$ cat src/rtl/bytelut_pkg.sv
package bytelut_pkg;
  localparam int unsigned BYTE_W  = 8;
  localparam int unsigned DWORD_W = 64;
  localparam int unsigned DWORD_B = DWORD_W / BYTE_W;
  typedef logic [BYTE_W-1:0] byte_t;
endpackage

$ cat src/rtl/bytelut_limit.sv
module bytelut_limit #(
  parameter int unsigned DW_COUNT = 4,
  localparam int unsigned LSELW = (DW_COUNT > 1) ? $clog2(DW_COUNT) : 1,
  localparam int unsigned LIMW  = $clog2(DW_COUNT * bytelut_pkg::DWORD_B + 1)
) (
  input  logic [LSELW-1:0] len_sel,
  output logic [LIMW-1:0]  byte_limit
);
  import bytelut_pkg::*;

  always_comb begin
    byte_limit = LIMW'((32'(len_sel) + 32'd1) * DWORD_B);
  end

  // The length is always a whole, nonzero number of doublewords.
  always_comb begin
    AST_LIMIT_WHOLE_DW: assert (byte_limit != '0 && (32'(byte_limit) % DWORD_B) == 0)
      else $error("length not a doubleword multiple");
  end
endmodule

$ cat src/rtl/bytelut_lane.sv
module bytelut_lane #(
  parameter int unsigned DW_COUNT = 4,
  parameter int unsigned LIMW = 6,
  localparam int unsigned TBL_W = DW_COUNT * bytelut_pkg::DWORD_W,
  localparam int unsigned CMPW  = (LIMW > 8) ? LIMW : 8
) (
  input  bytelut_pkg::byte_t idx,
  input  bytelut_pkg::byte_t dflt,
  input  logic [TBL_W-1:0]   tbl_bits,
  input  logic [LIMW-1:0]    byte_limit,
  output bytelut_pkg::byte_t lane_out
);
  import bytelut_pkg::*;

  logic               in_range;
  logic [DWORD_W-1:0] dword_sel;
  byte_t              tbl_byte;

  // Range test: strictly less than the active byte length.
  always_comb begin
    in_range = (CMPW'(idx) < CMPW'(byte_limit));
  end

  // First level: pick the doubleword by the upper index bits.
  always_comb begin
    dword_sel = '0;
    for (int d = 0; d < int'(DW_COUNT); d++) begin
      if (int'(idx[7:3]) == d) begin
        dword_sel = tbl_bits[d*DWORD_W +: DWORD_W];
      end
    end
  end

  // Second level: pick the byte inside the doubleword, LSB first.
  always_comb begin
    tbl_byte = byte_t'(dword_sel >> {idx[2:0], 3'b000});
  end

  always_comb begin
    lane_out = in_range ? tbl_byte : dflt;
  end
endmodule

$ cat src/rtl/bytelut_unit.sv
module bytelut_unit #(
  parameter int unsigned DW_COUNT = 4,
  parameter int unsigned LANES    = 4,
  localparam int unsigned LSELW = (DW_COUNT > 1) ? $clog2(DW_COUNT) : 1,
  localparam int unsigned TBL_W = DW_COUNT * bytelut_pkg::DWORD_W,
  localparam int unsigned WORD_W = LANES * bytelut_pkg::BYTE_W,
  localparam int unsigned LIMW  = $clog2(DW_COUNT * bytelut_pkg::DWORD_B + 1),
  localparam int unsigned CMPW  = (LIMW > 8) ? LIMW : 8
) (
  input  logic              clk,
  input  logic              rst_n,
  input  logic              en,
  input  logic [LSELW-1:0]  len_sel,
  input  logic [WORD_W-1:0] idx_word,
  input  logic [WORD_W-1:0] dflt_word,
  input  logic [TBL_W-1:0]  tbl_bits,
  output logic [WORD_W-1:0] result
);
  import bytelut_pkg::*;

  // Reset synchronizer: asserts asynchronously, releases on the clock.
  logic [1:0] rst_pipe;
  logic       rst_q_n;

  always_ff @(posedge clk or negedge rst_n) begin
    if (!rst_n) begin
      rst_pipe <= 2'b00;
    end else begin
      rst_pipe <= {rst_pipe[0], 1'b1};
    end
  end

  always_comb begin
    rst_q_n = rst_pipe[1];
  end

  logic [LIMW-1:0] byte_limit;

  bytelut_limit #(.DW_COUNT(DW_COUNT)) u_limit (
    .len_sel    (len_sel),
    .byte_limit (byte_limit)
  );

  logic [WORD_W-1:0] lookup_word;

  for (genvar g = 0; g < int'(LANES); g++) begin : gen_lane
    bytelut_lane #(.DW_COUNT(DW_COUNT), .LIMW(LIMW)) u_lane (
      .idx        (idx_word[g*BYTE_W +: BYTE_W]),
      .dflt       (dflt_word[g*BYTE_W +: BYTE_W]),
      .tbl_bits   (tbl_bits),
      .byte_limit (byte_limit),
      .lane_out   (lookup_word[g*BYTE_W +: BYTE_W])
    );

    AST_LANE_FALLBACK: assert property (@(posedge clk) disable iff (!rst_q_n)
      (en && (CMPW'(idx_word[g*BYTE_W +: BYTE_W]) >= CMPW'(byte_limit)))
      |=> result[g*BYTE_W +: BYTE_W] == $past(dflt_word[g*BYTE_W +: BYTE_W]))
      else $error("lane fallback byte wrong");

    AST_LANE_PICK: assert property (@(posedge clk) disable iff (!rst_q_n)
      (en && (CMPW'(idx_word[g*BYTE_W +: BYTE_W]) < CMPW'(byte_limit)))
      |=> result[g*BYTE_W +: BYTE_W] ==
          $past(tbl_bits[BYTE_W * int'(idx_word[g*BYTE_W +: BYTE_W]) +: BYTE_W]))
      else $error("lane table byte wrong");
  end

  // Result register with explicit clock enable.
  logic [WORD_W-1:0] result_nx;
  logic [WORD_W-1:0] result_q;

  always_comb begin
    result_nx = result_q;
    if (en) begin
      result_nx = lookup_word;
    end
  end

  always_ff @(posedge clk or negedge rst_q_n) begin
    if (!rst_q_n) begin
      result_q <= '0;
    end else begin
      result_q <= result_nx;
    end
  end

  always_comb begin
    result = result_q;
  end

  AST_HOLD_WHEN_IDLE: assert property (@(posedge clk) disable iff (!rst_q_n)
    !en |=> $stable(result))
    else $error("result moved without enable");
endmodule

$ cat config.mk
export PLATFORM = sky130hd
export DESIGN_NAME = bytelut_unit
export DESIGN_NICKNAME = d
export VERILOG_FILES = /design/src/rtl/bytelut_pkg.sv /design/src/rtl/bytelut_limit.sv /design/src/rtl/bytelut_lane.sv /design/src/rtl/bytelut_unit.sv
export SDC_FILE = /design/constraint.sdc
export NUM_CORES = 1
export LEC_CHECK = 0
export BUFFER_PORTS_ARGS = -buffer_cell sky130_fd_sc_hd__buf_2
export CORE_ASPECT_RATIO = 1.25
export CORE_UTILIZATION = 45
export CTS_CLUSTER_SIZE = 24
export DETAILED_ROUTE_END_ITERATION = 8
export PLACE_DENSITY_LB_ADDON = 0.1
export SLEW_MARGIN = 5
export SYNTH_ARGS = -nofsm -noshare
export SYNTH_HDL_FRONTEND = slang
export SYNTH_SLANG_ARGS = --single-unit
$ cat constraint.sdc
create_clock -name clk -period 0.9 [get_ports clk]
set_input_delay 0 -clock clk [delete_from_list [all_inputs] [get_ports clk]]
set_output_delay 0 -clock clk [all_outputs]
set_load 0.01 [all_outputs]
==> flow_summary_export.csv, run 1 <==
group,metric,value,unit
clocking,clk_path_buf_depth,2,
global_routing,grt_overflow,3,
outcome,stop_error,"[ERROR GRT-0232] Routing congestion too high. Check the congestion heatmap in the GUI.",
outcome,status,"did not finish",
clocking,htreeDepth,2,
logic_synthesis,syn_area,11300,um2
clocking,cts-root-buf,"clkbuf_16",
clocking,cts_buffers,5,
placed_design,dp_hpwl,62500,um
timing,grt-worst-endpoint,"result[3]$_DFFE_PN0P_/D",
floorplanning,rows,64,
placed_design,portBuffers,356,
clocking,clock-sinks,34,
outcome,lastStage,"global routing (5_1_grt)",
logic_synthesis,synth.avg_cell_area,8.57,um2
logic_synthesis,netlist_instances,1313,
floorplanning,die_x,143,um
logic_synthesis,ys_ff_latch,34,
logic_synthesis,synth_cell_types,77,
placed_design,gp_congestion,1.17,
timing,worst-ep-kind,"register input",
logic_synthesis,synth_edf_count,0,
global_routing,gr-usage-all-layers,0.711,
logic_synthesis,async_flop_share,1.00,
logic_synthesis,yosysWarningCount,0,
logic_synthesis,synth_ff_type,"dfrtp_1",
floorplanning,ios,357,
floorplanning,start_util,0.459,
floorplanning,die_y,179,um
logic_synthesis,ys_seq_area_frac,0.0756,
global_routing,grt_max_degree,33,
logic_synthesis,synth_nets,1647,
placed_design,dp_slack,-1260,ps
[synthesized netlist by cell type (4+ instances only)]
library cell	count	share of area
a21oi_1	76	0.034
or3_1	5	0.0028
inv_1	24	0.0080
a31oi_1	17	0.0094
buf_4	25	0.017
ha_1	9	0.010
and3_1	7	0.0039
nor2_1	65	0.022
nor4_1	21	0.012
o221ai_1	15	0.012
o2111ai_1	5	0.0039
o22ai_1	32	0.018
o21ai_1	5	0.0022
mux4_2	106	0.21
clkbuf_1	36	0.012
buf_2	55	0.024
nor3_1	54	0.024
nor2b_1	22	0.012
a311oi_1	14	0.011
a211oi_1	29	0.019
a221o_1	8	0.0071
dfrtp_1	34	0.076
a2111oi_0	4	0.0031
a22oi_1	25	0.017
mux2i_1	149	0.13
mux2_2	31	0.031
nand3_1	31	0.014
nand2b_1	15	0.0083
a211o_1	8	0.0062
nand3b_1	11	0.0073
o221a_2	4	0.0040
buf_1	7	0.0023
a221oi_1	42	0.033
o21ai_0	74	0.033
a32oi_1	6	0.0047
nand2_1	88	0.029
nand4_1	9	0.0050
o211ai_1	20	0.013
clkbuf_4	4	0.0027
a22o_1	5	0.0039
o2bb2ai_1	36	0.028
o31ai_1	7	0.0047
buf_6	17	0.017
[kinds of logic after synthesis]
logic type / count (synthesis) / synth area share
AOI/OAI and AO/OA: 463 / 0.291
adders and majority gates: 9 / 0.0100
buffers and inverters: 173 / 0.0879
DFF: 34 / 0.0756
muxes: 289 / 0.382
other: 1 / 0.000333
and+or+nand+nor: 344 / 0.152
[routing by layer]
| metal | overflow | track usage |
|---|---|---|
| met5 | 0 | 0.174 |
| met4 | 2 | 0.670 |
| met3 | 0 | 0.522 |
| met2 | 1 | 0.897 |
| met1 | 0 | 0.737 |
[stage by stage]
step                      instance area, um2  std cells
after CTS                              20000       2536
after detailed placement               17700       2457
after global placement                 17700       2457
after floorplan                        11500       1313
[timing repair]
action / in CTS
pin swaps: 78
cloned: 9
hold buffers: 20
endpoints found under the hold margin: 21
resized for setup: 269
setup buffers: 50
endpoints found under the setup margin: 43
==> run 2, diff against run 1 <==
- CORE_ASPECT_RATIO: 1.25 -> unset
- CORE_UTILIZATION: 45 -> 30
- CTS_CLUSTER_SIZE: 24 -> unset
- PLACE_DENSITY_LB_ADDON: 0.1 -> 0.15
- clock period: 0.9 -> 1.2 ns (I/O delays scaled with it)
==> run 2 against run 1 <==
  * The flow now finishes, with violations (negative setup slack)
  * Synthesized area unchanged
  * Synthesized cell count is the same
==> flow_summary_export.csv, run 2 <==
group,metric,value,unit
setup_path,crit_chain,"buf_8, ha_4, inv_8, ha_4, o21a_1, o21ai_2, nand3_2, buf_6, or4_1, o21ai_1",
power_and_ir_drop,total_power,0.0117,W
floorplanning,rows,70,
outcome,violations,"negative setup slack",
clocking,cts_buffers,5,
placed_design,portBuffers,356,
timing,fin_ws,-459,ps
routing,post_drt_via_cell_ratio,6.44,
logic_synthesis,syn_area,11300,um2
logic_synthesis,synth.avg_cell_area,8.57,um2
floorplanning,start_util,0.306,
clocking,clk_path_buf_depth,2,
timing,fin_tns_setup,-10210,ps
global_routing,grt_pass1_vias,17000,
timing,setup-violations-final,32,
logic_synthesis,yosysTopAreaCell,"mux4_2",
global_routing,grt_overflow,0,
logic_synthesis,synth_edf_count,0,
logic_synthesis,netlist_instances,1313,
global_routing,grt_max_degree,33,
setup_path,worstPathArrival,1920,ps
setup_path,max_stage_delay,500,ps
power_and_ir_drop,switchingPower,0.00547,W
routing,wl,91500,um
power_and_ir_drop,p_leak,9.33,nW
floorplanning,die_y,196,um
floorplanning,ios,357,
final_layout,finalNetCount,2596,
clocking,clock-sinks,34,
final_layout,mostFrequentLayoutCell,"buf_4",
logic_synthesis,ys_ff_latch,34,
routing,vias,17600,
timing,hold_viol,0,
floorplanning,die_x,196,um
final_layout,largest_reg_flops,32,
clocking,cts-root-buf,"clkbuf_16",
timing,tightest_slew,547,ps
floorplanning,core_region_area,36800,um2
job,max-cap-violations,0,
setup_path,required,1460,ps
logic_synthesis,synth_cell_types,77,
placed_design,dp_hpwl,72800,um
placed_design,gp_congestion,1.05,
power_and_ir_drop,intPower,0.00622,W
outcome,status,"finished, violations left",
logic_synthesis,synth.top_cell.area_share,0.212,
min_path,hold_class,"in -> reg",
power_and_ir_drop,p_per_area,555,nW/um2
logic_synthesis,synthTopCellsByArea,"mux4_2, mux2i_1, dfrtp_1",
global_routing,grt_pass1_wl,126000,um
clocking,path_clk_slew,70,ps
global_routing,antenna_found_initial,3,
logic_synthesis,yosysWarningCount,0,
power_and_ir_drop,netSwitchingFraction,0.468,
timing,min_period_over_period,1.38,
min_path,min_from,"dflt_word[31]",
final_layout,final_cell_mix,"buf_4, buf_2, mux2i_1",
setup_path,critical_path_buf_inv_count,3,
setup_path,worstReg2RegStart,"result[10]",
setup_path,crit_top_cell,"ha_4",
final_layout,layout-drive-gt1-share,0.620,
routing,ant_nets,0,
setup_path,startpoint,"len_sel[0]",
setup_path,critPathLaunchType,"primary input",
routing,dr.pass1.iters,5,
setup_path,cp-end-kind,"flip-flop",
logic_synthesis,ys_seq_area_frac,0.0756,
logic_synthesis,netlist_top_cells_count,"mux2i_1, mux4_2, nand2_1, a21oi_1, o21ai_0",
logic_synthesis,synth_nets,1647,
placed_design,place_area,18100,um2
power_and_ir_drop,p_clk_frac,0.147,
power_and_ir_drop,ir_drop,0.563,mV
global_routing,gr-usage-all-layers,0.466,
setup_path,criticalPathCategory,"in -> reg",
timing,timing.max_slew.rel_slack,0.632,
setup_path,timing.critical_path.max_delay_family,"simple AND/OR/NAND/NOR gates",
routing,wire_per_inst,33.5,um
setup_path,slowest_stage,"or4_1",
final_layout,utilization,0.572,
clocking,htreeDepth,2,
timing,finalCriticalPeriod,1660,ps
timing,rsz0062_at_grt,"yes",
clocking,cts_tree,"done",
clocking,clk_latency,350,ps
routing,dr.first_iter.drc_count,2360,
power_and_ir_drop,seqPwrFrac,0.119,
logic_synthesis,post-synth-top-count-cell,"mux2i_1",
final_layout,stdcell_area,21100,um2
floorplanning,dieArea,38300,um2
logic_synthesis,synth_ff_type,"dfrtp_1",
timing,max_freq,0.603,GHz
placed_design,dp_slack,-1170,ps
setup_path,path_max_fanout,4,
logic_synthesis,async_flop_share,1.00,
power_and_ir_drop,comb_power_share,0.734,
timing,fin_skew,8.35,ps
routing,drc_errors,0,
final_layout,area.growth.synth_to_final,87.1,%
timing,slew_viol_final,0,
[run 2: cell counts after synthesis]
No cell type changed its count.
[run 2: cell type report]
cell class | instances | area, um2
diodes | 1 | 2.50
fillers | 3488 | 15700
clock buffers | 6 | 139
inverters | 25 | 101
well taps | 468 | 586
repair buffers | 1090 | 8690
multi-input cells | 1106 | 10700
clock inverters | 2 | 12.5
flip-flops and latches | 34 | 851
[run 2: power groups by stage]
stage	sequential (W)	combinational, W	clock (W)
after detailed placement	0.00139	0.00723	0
after floorplan	0.00145	0.00289	0
after CTS	0.00138	0.00802	0.00170
after global placement	0.00139	0.00722	0
final	0.00139	0.00858	0.00172
after global routing	0.00139	0.00880	0.00172
[run 2: cells by family after synthesis]
| family | share of synthesized area |
|---|---|
| mux | 0.382 |
| buf+inv | 0.0879 |
| compound gates | 0.291 |
| flops | 0.0756 |
| other cells | 0.000333 |
| simple gates | 0.152 |
| fa+ha+maj | 0.0100 |
[run 2: what timing repair did]
| action | 4_1_cts | 5_1_grt |
|---|---|---|
| setup endpoints to repair | 32 | 32 |
| gates cloned | 6 | 3 |
| resized for setup | 234 | 102 |
| pin swaps | 68 | 42 |
| hold buffers | 27 | 0 |
| hold endpoints to repair | 27 | 0 |
| buffers inserted | 51 | 34 |
[run 2: worst paths after layout]
check,endpoint,slack [ps],depth (start not counted)
worst max-delay path,result[18],-460,10
worst min-delay path,result[31],10,3
worst max register to register,result[10],10,3
worst min register to register,result[30],270,1
max in group asynchronous,rst_pipe[0],570,3
min in group asynchronous,result[30],270,1
[run 2: worst min-delay path, cell delays in order]
cell and delay (ps):
buf_2 70, mux2i_1 80, o211ai_1 160
[run 2: per-layer routing]
layer	track usage	wire (um)	up-vias
met5	0	27	-
met4	0.211	4870	4
met3	0.122	11200	250
met2	0.673	37600	1335
met1	0.647	37900	8706
li1	-	-	7300
[run 2: stage by stage]
| stage | std cells | hold WS, ps |
|---|---|---|
| final | 2732 | 9.66 |
| after global routing | 2731 | 20.2 |
| after CTS | 2697 | 8.05 |
| after detailed placement | 2610 | -213 |
| after global placement | 2610 | -215 |
| after floorplan | 1313 | -296 |
No activity file was read; power rests on OpenSTA's default activity.
